===== config.mk =====
export PLATFORM = sky130hd
export DESIGN_NAME = thread_fork_alloc
export DESIGN_NICKNAME = d
export VERILOG_FILES = /design/src/rtl/tfa_pkg.sv /design/src/rtl/tfa_candidate.sv /design/src/rtl/tfa_prio_enc.sv /design/src/rtl/tfa_commit.sv /design/src/rtl/thread_fork_alloc.sv
export SDC_FILE = /design/constraint.sdc
export NUM_CORES = 1
export LEC_CHECK = 0
export BUFFER_PORTS_ARGS = -buffer_cell sky130_fd_sc_hd__buf_2
export CORE_MARGIN = 1
export CORE_UTILIZATION = 38
export DETAILED_ROUTE_END_ITERATION = 10
export PLACE_DENSITY = 0.83
export RECOVER_POWER = 100
export SLEW_MARGIN = 20
export SYNTH_ARGS = -nofsm -noshare
export SYNTH_HDL_FRONTEND = slang
export SYNTH_SLANG_ARGS = --single-unit

===== constraint.sdc =====
create_clock -name clk_i -period 1.65 [get_ports clk_i]
set_clock_uncertainty 0.1 [all_clocks]
set_input_delay 0.0825 -clock clk_i [delete_from_list [all_inputs] [get_ports clk_i]]
set_output_delay 0.0825 -clock clk_i [all_outputs]
set_load 0.005 [all_outputs]

===== src/rtl/tfa_pkg.sv =====
package tfa_pkg;
  localparam int EXC_W = 3;
  localparam logic [EXC_W-1:0] EXC_NO_FREE_CTX = 3'd1;

  typedef struct packed {
    logic [1:0] run_state;
    logic       delay_slot;
    logic       dirty;
    logic       activated;
  } fork_flags_t;

  localparam fork_flags_t FORK_FLAGS_INIT = '{run_state: 2'b00, delay_slot: 1'b0,
                                              dirty: 1'b1, activated: 1'b1};
endpackage


===== src/rtl/tfa_candidate.sv =====
module tfa_candidate #(
  parameter int NUM_CTX = 8,
  parameter int VP_W    = 4,
  localparam int CTX_W  = (NUM_CTX > 1) ? $clog2(NUM_CTX) : 1
) (
  input  logic [CTX_W-1:0]        last_i,
  input  logic [VP_W-1:0]         caller_vp_i,
  input  logic [NUM_CTX*VP_W-1:0] ctx_vp_i,
  input  logic [NUM_CTX-1:0]      dyn_i,
  input  logic [NUM_CTX-1:0]      halt_i,
  input  logic [NUM_CTX-1:0]      active_i,
  output logic [NUM_CTX-1:0]      cand_o
);
  for (genvar g = 0; g < NUM_CTX; g++) begin : g_ctx
    logic in_range;
    logic same_vp;
    assign in_range  = (CTX_W'(g) <= last_i);
    assign same_vp   = (ctx_vp_i[g*VP_W +: VP_W] == caller_vp_i);
    assign cand_o[g] = in_range & same_vp & dyn_i[g] & ~halt_i[g] & ~active_i[g];
  end
endmodule


===== src/rtl/tfa_prio_enc.sv =====
module tfa_prio_enc #(
  parameter int NUM_CTX = 8,
  localparam int CTX_W  = (NUM_CTX > 1) ? $clog2(NUM_CTX) : 1
) (
  input  logic [NUM_CTX-1:0] req_i,
  output logic               found_o,
  output logic [CTX_W-1:0]   idx_o,
  output logic [NUM_CTX-1:0] onehot_o
);
  always_comb begin
    idx_o = '0;
    for (int i = NUM_CTX - 1; i >= 0; i--) begin
      if (req_i[i]) idx_o = CTX_W'(i);
    end
  end

  assign onehot_o = req_i & (~req_i + NUM_CTX'(1));
  assign found_o  = |req_i;

  always_comb begin
    assert_enc_onehot_R2: assert (!found_o || (onehot_o[idx_o] && $onehot(onehot_o)));
  end
endmodule


===== src/rtl/tfa_commit.sv =====
module tfa_commit
  import tfa_pkg::*;
#(
  parameter int NUM_CTX = 8,
  parameter int PC_W    = 32,
  parameter int REG_W   = 5,
  parameter int DATA_W  = 32,
  parameter int MODE_W  = 2,
  parameter int ASID_W  = 8,
  localparam int CTX_W  = (NUM_CTX > 1) ? $clog2(NUM_CTX) : 1
) (
  input  logic               clk_i,
  input  logic               rst_ni,
  input  logic               take_i,
  input  logic               found_i,
  input  logic [CTX_W-1:0]   idx_i,
  input  logic [NUM_CTX-1:0] onehot_i,
  input  logic [PC_W-1:0]    pc_i,
  input  logic [REG_W-1:0]   reg_i,
  input  logic [DATA_W-1:0]  data_i,
  input  logic [MODE_W-1:0]  mode_i,
  input  logic [ASID_W-1:0]  asid_i,
  output logic               done_o,
  output logic               fault_o,
  output logic [CTX_W-1:0]   sel_idx_o,
  output logic [NUM_CTX-1:0] wr_sel_o,
  output logic [PC_W-1:0]    restart_pc_o,
  output logic [REG_W-1:0]   gpr_idx_o,
  output logic [DATA_W-1:0]  gpr_data_o,
  output fork_flags_t        flags_o,
  output logic [MODE_W-1:0]  mode_o,
  output logic [ASID_W-1:0]  asid_o,
  output logic [EXC_W-1:0]   exc_code_o
);
  always_ff @(posedge clk_i) begin
    if (!rst_ni) begin
      done_o       <= 1'b0;
      fault_o      <= 1'b0;
      sel_idx_o    <= '0;
      wr_sel_o     <= '0;
      restart_pc_o <= '0;
      gpr_idx_o    <= '0;
      gpr_data_o   <= '0;
      flags_o      <= '0;
      mode_o       <= '0;
      asid_o       <= '0;
      exc_code_o   <= '0;
    end else begin
      done_o   <= take_i & found_i;
      fault_o  <= take_i & ~found_i;
      wr_sel_o <= (take_i && found_i) ? onehot_i : '0;
      if (take_i) begin
        sel_idx_o    <= idx_i;
        restart_pc_o <= pc_i;
        gpr_idx_o    <= reg_i;
        gpr_data_o   <= data_i;
        flags_o      <= FORK_FLAGS_INIT;
        mode_o       <= mode_i;
        asid_o       <= asid_i;
        exc_code_o   <= found_i ? '0 : EXC_NO_FREE_CTX;
      end
    end
  end

  assert_excl_R8: assert property (@(posedge clk_i) disable iff (!rst_ni)
    !(done_o && fault_o));
  assert_fault_nowrite_R7: assert property (@(posedge clk_i) disable iff (!rst_ni)
    fault_o |-> (wr_sel_o == '0 && exc_code_o == EXC_NO_FREE_CTX));
  assert_done_sel_R2: assert property (@(posedge clk_i) disable iff (!rst_ni)
    done_o |-> ($onehot(wr_sel_o) && wr_sel_o[sel_idx_o]));
  assert_latency_R8: assert property (@(posedge clk_i) disable iff (!rst_ni)
    (take_i && found_i) |=> done_o);
  assert_pc_R4: assert property (@(posedge clk_i) disable iff (!rst_ni)
    take_i |=> (restart_pc_o == $past(pc_i) && gpr_data_o == $past(data_i)));
endmodule


===== src/rtl/thread_fork_alloc.sv =====
module thread_fork_alloc
  import tfa_pkg::*;
#(
  parameter int NUM_CTX = 8,
  parameter int PC_W    = 32,
  parameter int REG_W   = 5,
  parameter int DATA_W  = 32,
  parameter int VP_W    = 4,
  parameter int MODE_W  = 2,
  parameter int ASID_W  = 8,
  localparam int CTX_W  = (NUM_CTX > 1) ? $clog2(NUM_CTX) : 1
) (
  input  logic                    clk_i,
  input  logic                    rst_ni,
  input  logic                    req_valid_i,
  output logic                    req_ready_o,
  input  logic [PC_W-1:0]         req_pc_i,
  input  logic [REG_W-1:0]        req_reg_i,
  input  logic [DATA_W-1:0]       req_data_i,
  input  logic [VP_W-1:0]         req_vp_i,
  input  logic [MODE_W-1:0]       req_mode_i,
  input  logic [ASID_W-1:0]       req_asid_i,
  input  logic [CTX_W-1:0]        cfg_last_ctx_i,
  input  logic [NUM_CTX*VP_W-1:0] ctx_vp_i,
  input  logic [NUM_CTX-1:0]      ctx_dyn_i,
  input  logic [NUM_CTX-1:0]      ctx_halt_i,
  input  logic [NUM_CTX-1:0]      ctx_active_i,
  output logic                    done_o,
  output logic [CTX_W-1:0]        sel_idx_o,
  output logic [NUM_CTX-1:0]      wr_sel_o,
  output logic [PC_W-1:0]         restart_pc_o,
  output logic [REG_W-1:0]        gpr_idx_o,
  output logic [DATA_W-1:0]       gpr_data_o,
  output logic [1:0]              st_run_o,
  output logic                    st_delay_o,
  output logic                    st_dirty_o,
  output logic                    st_active_o,
  output logic [MODE_W-1:0]       st_mode_o,
  output logic [ASID_W-1:0]       st_asid_o,
  output logic                    fault_o,
  output logic                    exc_we_o,
  output logic [EXC_W-1:0]        exc_code_o
);
  logic [NUM_CTX-1:0] cand;
  logic [NUM_CTX-1:0] onehot;
  logic [CTX_W-1:0]   first_idx;
  logic               any_free;
  logic               take;
  fork_flags_t        flags;

  assign req_ready_o = ~(done_o | fault_o);
  assign take        = req_valid_i & req_ready_o;

  tfa_candidate #(.NUM_CTX(NUM_CTX), .VP_W(VP_W)) u_cand (
    .last_i     (cfg_last_ctx_i),
    .caller_vp_i(req_vp_i),
    .ctx_vp_i   (ctx_vp_i),
    .dyn_i      (ctx_dyn_i),
    .halt_i     (ctx_halt_i),
    .active_i   (ctx_active_i),
    .cand_o     (cand)
  );

  tfa_prio_enc #(.NUM_CTX(NUM_CTX)) u_enc (
    .req_i   (cand),
    .found_o (any_free),
    .idx_o   (first_idx),
    .onehot_o(onehot)
  );

  tfa_commit #(
    .NUM_CTX(NUM_CTX), .PC_W(PC_W), .REG_W(REG_W), .DATA_W(DATA_W),
    .MODE_W(MODE_W), .ASID_W(ASID_W)
  ) u_commit (
    .clk_i       (clk_i),
    .rst_ni      (rst_ni),
    .take_i      (take),
    .found_i     (any_free),
    .idx_i       (first_idx),
    .onehot_i    (onehot),
    .pc_i        (req_pc_i),
    .reg_i       (req_reg_i),
    .data_i      (req_data_i),
    .mode_i      (req_mode_i),
    .asid_i      (req_asid_i),
    .done_o      (done_o),
    .fault_o     (fault_o),
    .sel_idx_o   (sel_idx_o),
    .wr_sel_o    (wr_sel_o),
    .restart_pc_o(restart_pc_o),
    .gpr_idx_o   (gpr_idx_o),
    .gpr_data_o  (gpr_data_o),
    .flags_o     (flags),
    .mode_o      (st_mode_o),
    .asid_o      (st_asid_o),
    .exc_code_o  (exc_code_o)
  );

  assign st_run_o    = flags.run_state;
  assign st_delay_o  = flags.delay_slot;
  assign st_dirty_o  = flags.dirty;
  assign st_active_o = flags.activated;
  assign exc_we_o    = fault_o;

  assert_ready_gap_R9: assert property (@(posedge clk_i) disable iff (!rst_ni)
    (done_o || fault_o) |-> !req_ready_o);
  assert_single_pulse_R8: assert property (@(posedge clk_i) disable iff (!rst_ni)
    (done_o || fault_o) |=> !(done_o || fault_o));
  assert_range_R1: assert property (@(posedge clk_i) disable iff (!rst_ni)
    take |=> (!done_o || sel_idx_o <= $past(cfg_last_ctx_i)));
  assert_mode_R6: assert property (@(posedge clk_i) disable iff (!rst_ni)
    take |=> (st_mode_o == $past(req_mode_i) && st_asid_o == $past(req_asid_i)));
  assert_qualify_R3: assert property (@(posedge clk_i) disable iff (!rst_ni)
    (take && any_free) |-> (ctx_dyn_i[first_idx] && !ctx_halt_i[first_idx]
                            && !ctx_active_i[first_idx]));
endmodule


==> qor.csv, run 1 <==
stage,metric,value,unit
timing,rsz0062_at_grt,yes,
cells_and_area,syn2layout_area_growth,65.1,%
global_route,track_usage,23.1,%
clock_tree,clock_latency,350,ps
placed_design,gp_congestion,0.817,
clock_tree,clockBufferDepth,2,
floorplan,die-area,0.0103,mm²
synthesis,yosys-top-cells-area,"dfxtp_1 50%, nand2_1 17%, a21oi_1 11%, xor2_1 6.3%, clkbuf_1 2.4%",
worst_setup_path,crit_start,u_commit.fault_o,
global_route,antenna_found_initial,0,
drt,wl_per_cell,13.7,µm
floorplan,die-height,102,µm
timing,layout_setup_ws,15.0,ps
floorplan,ios,247,
global_route,use_met2,45.1,%
global_route,grt_pass1_vias,3955,
timing,finalSetupViolCount,0,
floorplan,die-width,102,µm
drt,route.detailed.drc,0,
synthesis,netlist_instances,472,
global_route,busiest_layer,met2,
clock_tree,cts-htree-levels,3,
cells_and_area,fill_cells,773,
drt,via_per_inst,4.72,
clock_tree,cts_made_buffers,9,
job,drv_cap,0,
worst_setup_path,critPathLaunchType,register,
cells_and_area,layout.nets,943,
placed_design,port_buffers,241,
floorplan,initial_utilization,39.0,%
synthesis,yosys.area.top_type,dfxtp_1,
synthesis,ys.warnings.count,0,
clock_tree,clk_pin_slew,90,ps
timing,period_needed,1630,ps
placed_design,placed_cells,838,
placed_design,post-dp-hpwl,8150,µm
global_route,gr-usage-met1,22.8,%
pwr,powerDensity,842,mW/mm²
clock_tree,cts_tree,yes,
cells_and_area,final_cells,936,
synthesis,synth_top_area_share,49.9,%
timing,hold_slack,30.1,ps
worst_setup_path,crit_arrival,1820,ps
synthesis,ys_types,32,
synthesis,synth_ff_type,dfxtp_1,
drt,num_vias,4422,
timing,finalHoldViolations,0,
worst_setup_path,worstPathMaxFanout,3,
cells_and_area,diodes,0,
pwr,power,5240,µW
synthesis,synth_edf_count,0,
global_route,grt_use_met3,4.55,%
clock_tree,cts-root-buf,clkbuf_8,
worst_hold_path,min_from,ctx_dyn_i[6],
synthesis,yosys_register_bits,94,
pwr,ir_drop,0.578,mV
global_route,grt_max_degree,42,
worst_setup_path,worst_ep_required_time,1840,ps
outcome,status,completed,
timing,max_freq,612,MHz
global_route,grt.overflow.total,0,
synthesis,ys_seq_area_share,49.9,%
drt,first_pass_iters,4,
worst_setup_path,worstReg2RegStart,u_commit.fault_o,
floorplan,core_area,0.00968,mm²
worst_hold_path,hp-class,in -> reg,
floorplan,rows,36,
drt,drt-total-wl,12900,µm
synthesis,synth_area,0.00377,mm²
worst_setup_path,critical_path_class,reg -> reg,
cells_and_area,drive_gt1_share,33.6,%
clock_tree,numClockSinks,94,
drt,drtAntennaViolNets,0,
drt,drt_iter0_drc,134,
timing,post-route-period-util,99.1,%
synthesis,synth.avg_cell_area,7.99,µm²
timing,slew_violations,0,
global_route,grt_pass1_wl,18400,µm
pwr,leakage,0.00295,µW
worst_setup_path,end_kind,register,
placed_design,post-place-ws,-21.2,ps
synthesis,synth-async-reset-ratio,0,%
[flip-flops by register name, summed over array words and instances, names as in the netlist]
| register | cells |
|---|---|
| u_commit.restart_pc_o | 32 |
| u_commit.wr_sel_o | 8 |
| u_commit.exc_code_o | 1 |
| u_commit.sel_idx_o | 3 |
| u_commit.flags_o | 1 |
| u_commit.done_o | 1 |
| u_commit.gpr_data_o | 32 |
| u_commit.fault_o | 1 |
| u_commit.gpr_idx_o | 5 |
| u_commit.asid_o | 8 |
| u_commit.mode_o | 2 |
[power by group]
part	switching, µW	internal, µW	total (µW)
registers	62.2	2390	2460
logic	460	500	959
clock network	808	1020	1830
total	1330	3910	5240
[cell usage after synthesis, drive strengths merged (2+ instances only)]
library cell    n
nor2           13
o211ai          2
nand2         167
nand3           5
buf            13
clkbuf         24
nor3            8
o21ai           2
xor2           27
nor4            7
a21oi          81
nor3b           4
inv             2
dfxtp          94
a31oi           2
nor2b           2
xnor2           5
nand4           6
[final cells by class]
class / instances / area (µm²) / share of cell area (%)
Clock inverter: 6 / 116 / 1.87
Sequential cell: 94 / 1880 / 30.2
Timing Repair Buffer: 348 / 2210 / 35.5
Inverter: 2 / 7.51 / 0.121
Tap cell: 133 / 166 / 2.67
Clock buffer: 10 / 128 / 2.05
Multi-Input combinational cell: 343 / 1720 / 27.5
[stage by stage]
stage          TNS [ps]  utilization, %  instance area (µm²)
2_1_floorplan     -34.5               -                 3790
3_3_place_gp          0            53.5                 5180
3_5_place_dp      -37.1            53.5                 5180
4_1_cts               0            64.4                 6240
5_1_grt           -81.5            64.3                 6230
6_report              0            64.3                 6230
[cells by family (layout without fill, tap and decap cells)]
family,after synthesis,after routing,share of synthesized area (%)
XOR/XNOR,32,32,7.43
flip-flops,94,94,49.9
AND/OR/NAND/NOR,215,215,23.9
other,1,5,0.0994
AO/OA/AOI/OAI,91,91,13.0
buffers and inverters,39,366,5.67
[what timing repair did]
action,CTS,global route
hold endpoints to repair,85,0
hold buffers,81,0
resized for setup,0,4
buffers inserted,0,1
endpoints found under the setup margin,0,32
[final timing paths]
path,endpoint,slack (ps),depth (start not counted)
worst max-delay path,u_commit.wr_sel_o[7],20,6
worst min-delay path,u_commit.wr_sel_o[6],30,4
worst max register to register,u_commit.wr_sel_o[7],20,6
worst min register to register,u_commit.asid_o[5],360,2
[cell usage in the layout, fill, tap and decap left out, types with 5 or more instances in the layout]
cell           instances
nor2_1                13
conb_1                 5
nand3_1                5
buf_2                218
clkbuf_1              23
nor3_1                 8
buf_4                 23
clkbuf_8               9
xor2_1                27
dlygate4sd3_1         81
a21oi_1               81
nand2_1              165
dfxtp_1               92
nand4_1                5
xnor2_1                5
nor4_1                 7
[per-layer routing]
layer	share of wire (%)	routed length [µm]	vias to the layer above
met1	37	4770	1967
met4	3.9	502	0
li1	-	-	2182
met2	54	6900	227
met5	0	0	-
met3	5.3	684	46
[worst max-delay path, stage by stage (launching register included)]
cell and delay (ps):
dfxtp_2 340, nor3b_4 220, nand2_2 110, a31oi_4 190, nand4_4 110, or3_4 350, nor3b_2 150
(Power assumes the default switching activity.)
==> inputs of run 2 (changes only) <==
CELL_PAD_IN_SITES_DETAIL_PLACEMENT = 0   (was unset)
CELL_PAD_IN_SITES_GLOBAL_PLACEMENT = 1   (was unset)
CORE_UTILIZATION = 26   (was 38)
PLACE_DENSITY = 0.84   (was 0.83)
==> run 2 against run 1 <==
Compared with the run above: count of clock-buffer cells in the layout increased by 1; final cell count grew 5.0%; die area is 45% higher; via count fell by 3.7%; wire length decreased by 3.4%; worst hold slack better by 22 ps; total power up 9.6%; register-to-register slack better by 40 ps; critical endpoint unchanged; highest routed layer unchanged.
==> qor.csv, run 2 (synthesis results as in run 1) <==
stage,metric,value,unit,change
timing,finalSetupViolCount,0,,unchanged
placed_design,placed_cells,885,,was 838
placed_design,port_buffers,241,,unchanged
timing,worst_pin_slew,507,ps,
timing,layout_setup_ws,56.3,ps,was 15.0 ps
placed_design,post-dp-hpwl,8350,µm,was 8150 µm
drt,wl_per_cell,12.6,µm,was 13.7 µm
clock_tree,cts-root-buf,clkbuf_16,,was clkbuf_8
global_route,grt_max_degree,48,,was 42
global_route,grt_pass1_wl,18800,µm,"was 18,400 µm"
global_route,track_usage,16.0,%,was 23.1%
floorplan,rows,43,,was 36
timing,slew_violations,0,,unchanged
worst_setup_path,crit_arrival,1760,ps,was 1820 ps
pwr,powerDensity,907,mW/mm²,was 842 mW/mm²
worst_setup_path,critical_path_class,reg -> reg,,unchanged
drt,via_per_inst,4.33,,was 4.72
worst_setup_path,r2r_setup_slack,60,ps,was 20 ps
worst_setup_path,end_kind,register,,unchanged
floorplan,die-width,122,µm,was 102 µm
cells_and_area,final_cells,983,,was 936
clock_tree,cts_tree,yes,,unchanged
timing,finalHoldViolations,0,,unchanged
timing,max_freq,627,MHz,was 612 MHz
clock_tree,cts-htree-levels,3,,unchanged
global_route,grt_pass1_vias,4052,,"was 3,955"
clock_tree,numClockSinks,94,,unchanged
drt,drt-total-wl,12400,µm,"was 12,900 µm"
clock_tree,clockBufferDepth,2,,unchanged
drt,route.detailed.drc,0,,unchanged
clock_tree,clock_latency,340,ps,was 350 ps
timing,rsz0062_at_grt,yes,,unchanged
worst_hold_path,hp-class,in -> reg,,unchanged
timing,maxSlewHeadroom,66.2,%,
pwr,ir_drop,0.428,mV,was 0.578 mV
worst_setup_path,worst_ep_required_time,1820,ps,was 1840 ps
floorplan,core_area,0.0140,mm²,was 0.00968 mm²
worst_setup_path,worstPathMaxFanout,2,,was 3
floorplan,ios,247,,unchanged
job,drv_cap,0,,unchanged
timing,period_needed,1590,ps,was 1630 ps
floorplan,die-height,122,µm,was 102 µm
placed_design,gp_congestion,0.778,,was 0.817
cells_and_area,layout_commonest_cell,buf_2,,unchanged
clock_tree,clk_pin_slew,60,ps,was 90 ps
cells_and_area,drive_gt1_share,27.1,%,was 33.6%
outcome,status,completed,,unchanged
drt,drtAntennaViolNets,0,,unchanged
cells_and_area,final_cell_mix,"166 x buf_2, 165 x nand2_1, 93 x dfxtp_1",,"was 218 x buf_2, 165 x nand2_1, 92 x dfxtp_1"
floorplan,die-area,0.0150,mm²,was 0.0103 mm²
placed_design,post-place-ws,-76.9,ps,was -21.2 ps
clock_tree,cts_made_buffers,9,,unchanged
global_route,grt.overflow.total,0,,unchanged
worst_setup_path,critPathLaunchType,register,,unchanged
timing,post-route-period-util,96.6,%,was 99.1%
floorplan,initial_utilization,26.9,%,was 39.0%
cells_and_area,diodes,0,,unchanged
drt,first_pass_iters,4,,unchanged
cells_and_area,layout.nets,944,,was 943
pwr,leakage,0.00280,µW,was 0.00295 µW
global_route,antenna_found_initial,0,,unchanged
drt,drt_iter0_drc,141,,was 134
drt,num_vias,4259,,"was 4,422"
cells_and_area,syn2layout_area_growth,67.9,%,was 65.1%
cells_and_area,reg_top3,"u_commit.gpr_data_o: 32 flops, u_commit.restart_pc_o: 32 flops",,unchanged
run 2: critical path: stages (launching register included):
cell and delay [ps]:
dfxtp_2 330, nor3b_4 210, nand2_2 100, a31oi_4 180, nand4_4 100, or3_4 350, nor3b_2 150
run 2: stage by stage:
stage          utilization [%]  hold WS [ps]  cell area, µm²  setup TNS (ps)  power (µW)
6_report                  45.1          52.4            6340               0        5750
5_1_grt                   45.1          71.4            6340            -120        6050
3_3_place_gp              37.4           223            5250           -94.6        3290
2_1_floorplan                -           118            3790           -34.5        2890
3_5_place_dp              37.4           228            5250            -189        3300
4_1_cts                   45.8          38.5            6420               0        5850
run 2: path summary, 6_finish.rpt:
path,depth (start not counted),to,startpoint
hold reg to reg,2,u_commit.restart_pc_o[19],u_commit.restart_pc_o[19]
hold / removal,4,u_commit.wr_sel_o[6],ctx_dyn_i[6]
setup reg to reg,6,u_commit.wr_sel_o[7],u_commit.fault_o
setup / recovery,6,u_commit.wr_sel_o[7],u_commit.fault_o
run 2: per-layer routing:
metal  up-vias  GRT usage [%]  wire, µm
li1       2185              -         -
met1      1894           18.3      5230
met2       154           27.6      6110
met3        26           3.62       733
met4         0           8.84       333
met5         -              0         0
run 2: repair_timing:
action,in CTS,in global routing
gates resized for setup,1,3
setup buffers,2,0
pin swaps,1,2
setup endpoints to repair,1,12
hold buffers,81,0
endpoints found under the hold margin,83,0
run 2: area by class of cell:
class	instances	area, µm²
clock inverters	4	95.1
repair buffers	349	2160
inverters	2	7.51
fillers	1450	7710
multi-input cells	343	1720
well taps	180	225
clock buffers	11	243
flip-flops and latches	94	1880
run 2: power by group:
| part | leakage (µW) | internal, µW | switching [µW] |
|---|---|---|---|
| Sequential | 0.000772 | 2400 | 59.8 |
| Clock | 0.000166 | 1510 | 853 |
| Combinational | 0.00187 | 482 | 446 |
==> inputs of run 3 (changes only) <==
--- a/config.mk
+++ b/config.mk
@@ -10,3 +10,3 @@
 export CELL_PAD_IN_SITES_GLOBAL_PLACEMENT = 1
-export CORE_MARGIN = 1
+export CORE_MARGIN = 10
 export CORE_UTILIZATION = 26
==> constraint.sdc (replaced) <==
create_clock -name clk_i -period 1.65 [get_ports clk_i]
set_clock_uncertainty 0.1 [all_clocks]
set_input_delay 0.2475 -clock clk_i [delete_from_list [all_inputs] [get_ports clk_i]]
set_output_delay 0.2475 -clock clk_i [all_outputs]
set_load 0.005 [all_outputs]
==> run 3 against run 2 <==
Compared with the run above: count of clock-buffer cells in the layout rose by 4; worst hold slack got worse by 17 ps; clock power fell by 11%; final cell count fell by 7.1%; setup slack got worse by 12 ps; sequential share of layout area rose by 3.8 points; total power fell by 6.0%; global-route usage fell by 2.4 points; core utilization fell by 5.1 points; register-to-register slack barely moved; critical path type unchanged; largest power group unchanged.
==> qor.csv, run 3 (synthesis results as in run 1) <==
stage,metric,value,unit,change
timing,period_needed,1610,ps,was 1590 ps
clock_tree,cts_tree,yes,,unchanged
clock_tree,cts_made_buffers,9,,unchanged
floorplan,die-width,140,µm,was 122 µm
cells_and_area,fill_cells,1555,,"was 1,450"
floorplan,core_area,0.0140,mm²,unchanged
cells_and_area,final_cell_mix,"165 x nand2_1, 155 x buf_2, 92 x dfxtp_1",,"was 166 x buf_2, 165 x nand2_1, 93 x dfxtp_1"
floorplan,die-area,0.0197,mm²,was 0.0150 mm²
pwr,switching_share,25.1,%,was 23.6%
floorplan,die-height,140,µm,was 122 µm
worst_setup_path,crit_slowest_cell,or3_4,,unchanged
outcome,status,completed,,unchanged
timing,finalSetupViolCount,0,,unchanged
timing,slew_violations,0,,unchanged
job,drv_cap,0,,unchanged
worst_hold_path,holdPathStages,3,,was 4
timing,hold_slack,35.0,ps,was 52.4 ps
timing,post-route-period-util,97.3,%,was 96.6%
timing,max_freq,623,MHz,was 627 MHz
worst_setup_path,r2r_setup_slack,40,ps,was 60 ps
worst_setup_path,critPathLaunchType,register,,unchanged
global_route,grt_pass1_wl,21500,µm,"was 18,800 µm"
cells_and_area,syn2layout_area_growth,49.1,%,was 67.9%
pwr,leakage,0.00247,µW,was 0.00280 µW
drt,via_per_inst,4.36,,was 4.33
worst_setup_path,worst_ep_required_time,1820,ps,about the same
drt,first_pass_iters,4,,unchanged
clock_tree,clock_latency,340,ps,about the same
worst_setup_path,worstPathMaxFanout,2,,unchanged
timing,setup_tns,0,ps,unchanged
drt,wl_per_cell,15.8,µm,was 12.6 µm
drt,drt-total-wl,14500,µm,"was 12,400 µm"
timing,finalHoldViolations,0,,unchanged
clock_tree,cts_hold_buf,0,,was 81
global_route,grt_max_degree,68,,was 48
placed_design,port_buffers,241,,unchanged
clock_tree,numClockSinks,94,,unchanged
pwr,ir_drop,0.465,mV,was 0.428 mV
pwr,powerDensity,960,mW/mm²,was 907 mW/mm²
drt,num_vias,3985,,"was 4,259"
global_route,grt.overflow.total,0,,unchanged
floorplan,rows,43,,unchanged
drt,drtAntennaViolNets,0,,unchanged
worst_setup_path,r2r_cells,6,,unchanged
floorplan,ios,247,,unchanged
worst_setup_path,critical_path_class,reg -> reg,,unchanged
clock_tree,clockBufferDepth,2,,unchanged
worst_setup_path,max_stage_delay,350,ps,about the same
cells_and_area,diodes,0,,unchanged
cells_and_area,drive_gt1_share,30.3,%,was 27.1%
pwr,p_int,4050,µW,was 4390 µW
placed_design,post-dp-hpwl,11100,µm,was 8350 µm
cells_and_area,layout.nets,873,,was 944
floorplan,initial_utilization,26.9,%,unchanged
cells_and_area,layout_commonest_cell,nand2_1,,was buf_2
worst_setup_path,crit_chain,nor3b_4 -> nand2_4 -> a31oi_4 -> nand4_4 -> or3_4 -> nor3b_2,,was nor3b_4 -> nand2_2 -> a31oi_4 -> nand4_4 -> or3_4 -> nor3b_2
pwr,combinationalPowerShare,15.4,%,was 16.1%
global_route,grt_pass1_vias,4055,,"was 4,052"
clock_tree,cts-htree-levels,3,,unchanged
pwr,p_clk_share,39.2,%,was 41.1%
drt,route.detailed.drc,0,,unchanged
clock_tree,clk_pin_slew,70,ps,was 60 ps
cells_and_area,reg_top3,"u_commit.gpr_data_o: 32 flops, u_commit.restart_pc_o: 32 flops",,unchanged
global_route,antenna_found_initial,0,,unchanged
timing,rsz0062_at_grt,yes,,unchanged
drt,drt_iter0_drc,160,,was 141
worst_setup_path,end_kind,register,,unchanged
pwr,seq_power_share,45.4,%,was 42.7%
clock_tree,cts-root-buf,clkbuf_16,,unchanged
placed_design,gp_congestion,0.820,,was 0.778
global_route,track_usage,13.6,%,was 16.0%
worst_hold_path,hp-class,in -> reg,,unchanged
pwr,p_switching,1350,µW,was 1360 µW
worst_setup_path,crit_arrival,1770,ps,was 1760 ps
run 3: worst paths after layout:
| kind | startpoint | to |
|---|---|---|
| hold reg to reg | u_commit.gpr_idx_o[2] | u_commit.gpr_idx_o[2] |
| hold / removal | req_asid_i[6] | u_commit.asid_o[6] |
| setup reg to reg | u_commit.fault_o | u_commit.wr_sel_o[7] |
| setup / recovery | u_commit.fault_o | u_commit.wr_sel_o[7] |
run 3: worst max-delay path: cells and delay by family (launching register included):
family | cells | cell delay (ps)
flops | 1 | 330
compound gates | 1 | 180
simple gates | 5 | 940
run 3: metrics by stage:
step	instances	utilization (%)	total power, µW	setup WS [ps]	cell area [µm²]
after global routing	913	40.1	5680	-41.6	5630
after detailed placement	895	38.1	3350	-173	5350
after global placement	895	38.1	3340	-153	5350
after floorplan	476	-	2900	-27.6	3820
after CTS	912	40.4	5500	1.95	5680
final	913	40.1	5400	44.4	5630
run 3: timing repair:
item	4_1_cts	5_1_grt
buffers inserted	1	0
gates cloned	0	1
pin swaps	1	1
gates resized for setup	0	7
setup endpoints to repair	1	72
run 3: final cells by class:
type                       count  area, µm²  share of cell area [%]
clock buffer                  15        308                    5.47
clock inverter                 1       8.76                   0.156
inverter                       2       7.51                   0.133
multi-input combinational    343       1750                    31.0
sequential                    94       1880                    33.5
tap                          180        225                    4.00
timing repair buffer         278       1450                    25.7
run 3: per-layer routing:
metal	vias up	global-route usage (%)	wire (µm)
met5	-	0	0
met1	1772	13.9	5680
met2	160	24.1	7270
li1	2041	-	-
met4	0	4.89	193
met3	12	5.88	1310
run 3: power by group through the flow:
| stage | clock, µW | combinational, µW | sequential (µW) |
|---|---|---|---|
| after detailed placement | 0 | 846 | 2500 |
| after CTS | 2200 | 850 | 2450 |
| after global placement | 0 | 843 | 2500 |
| after global routing | 2270 | 933 | 2470 |
| after floorplan | 0 | 378 | 2520 |
| final | 2120 | 830 | 2450 |
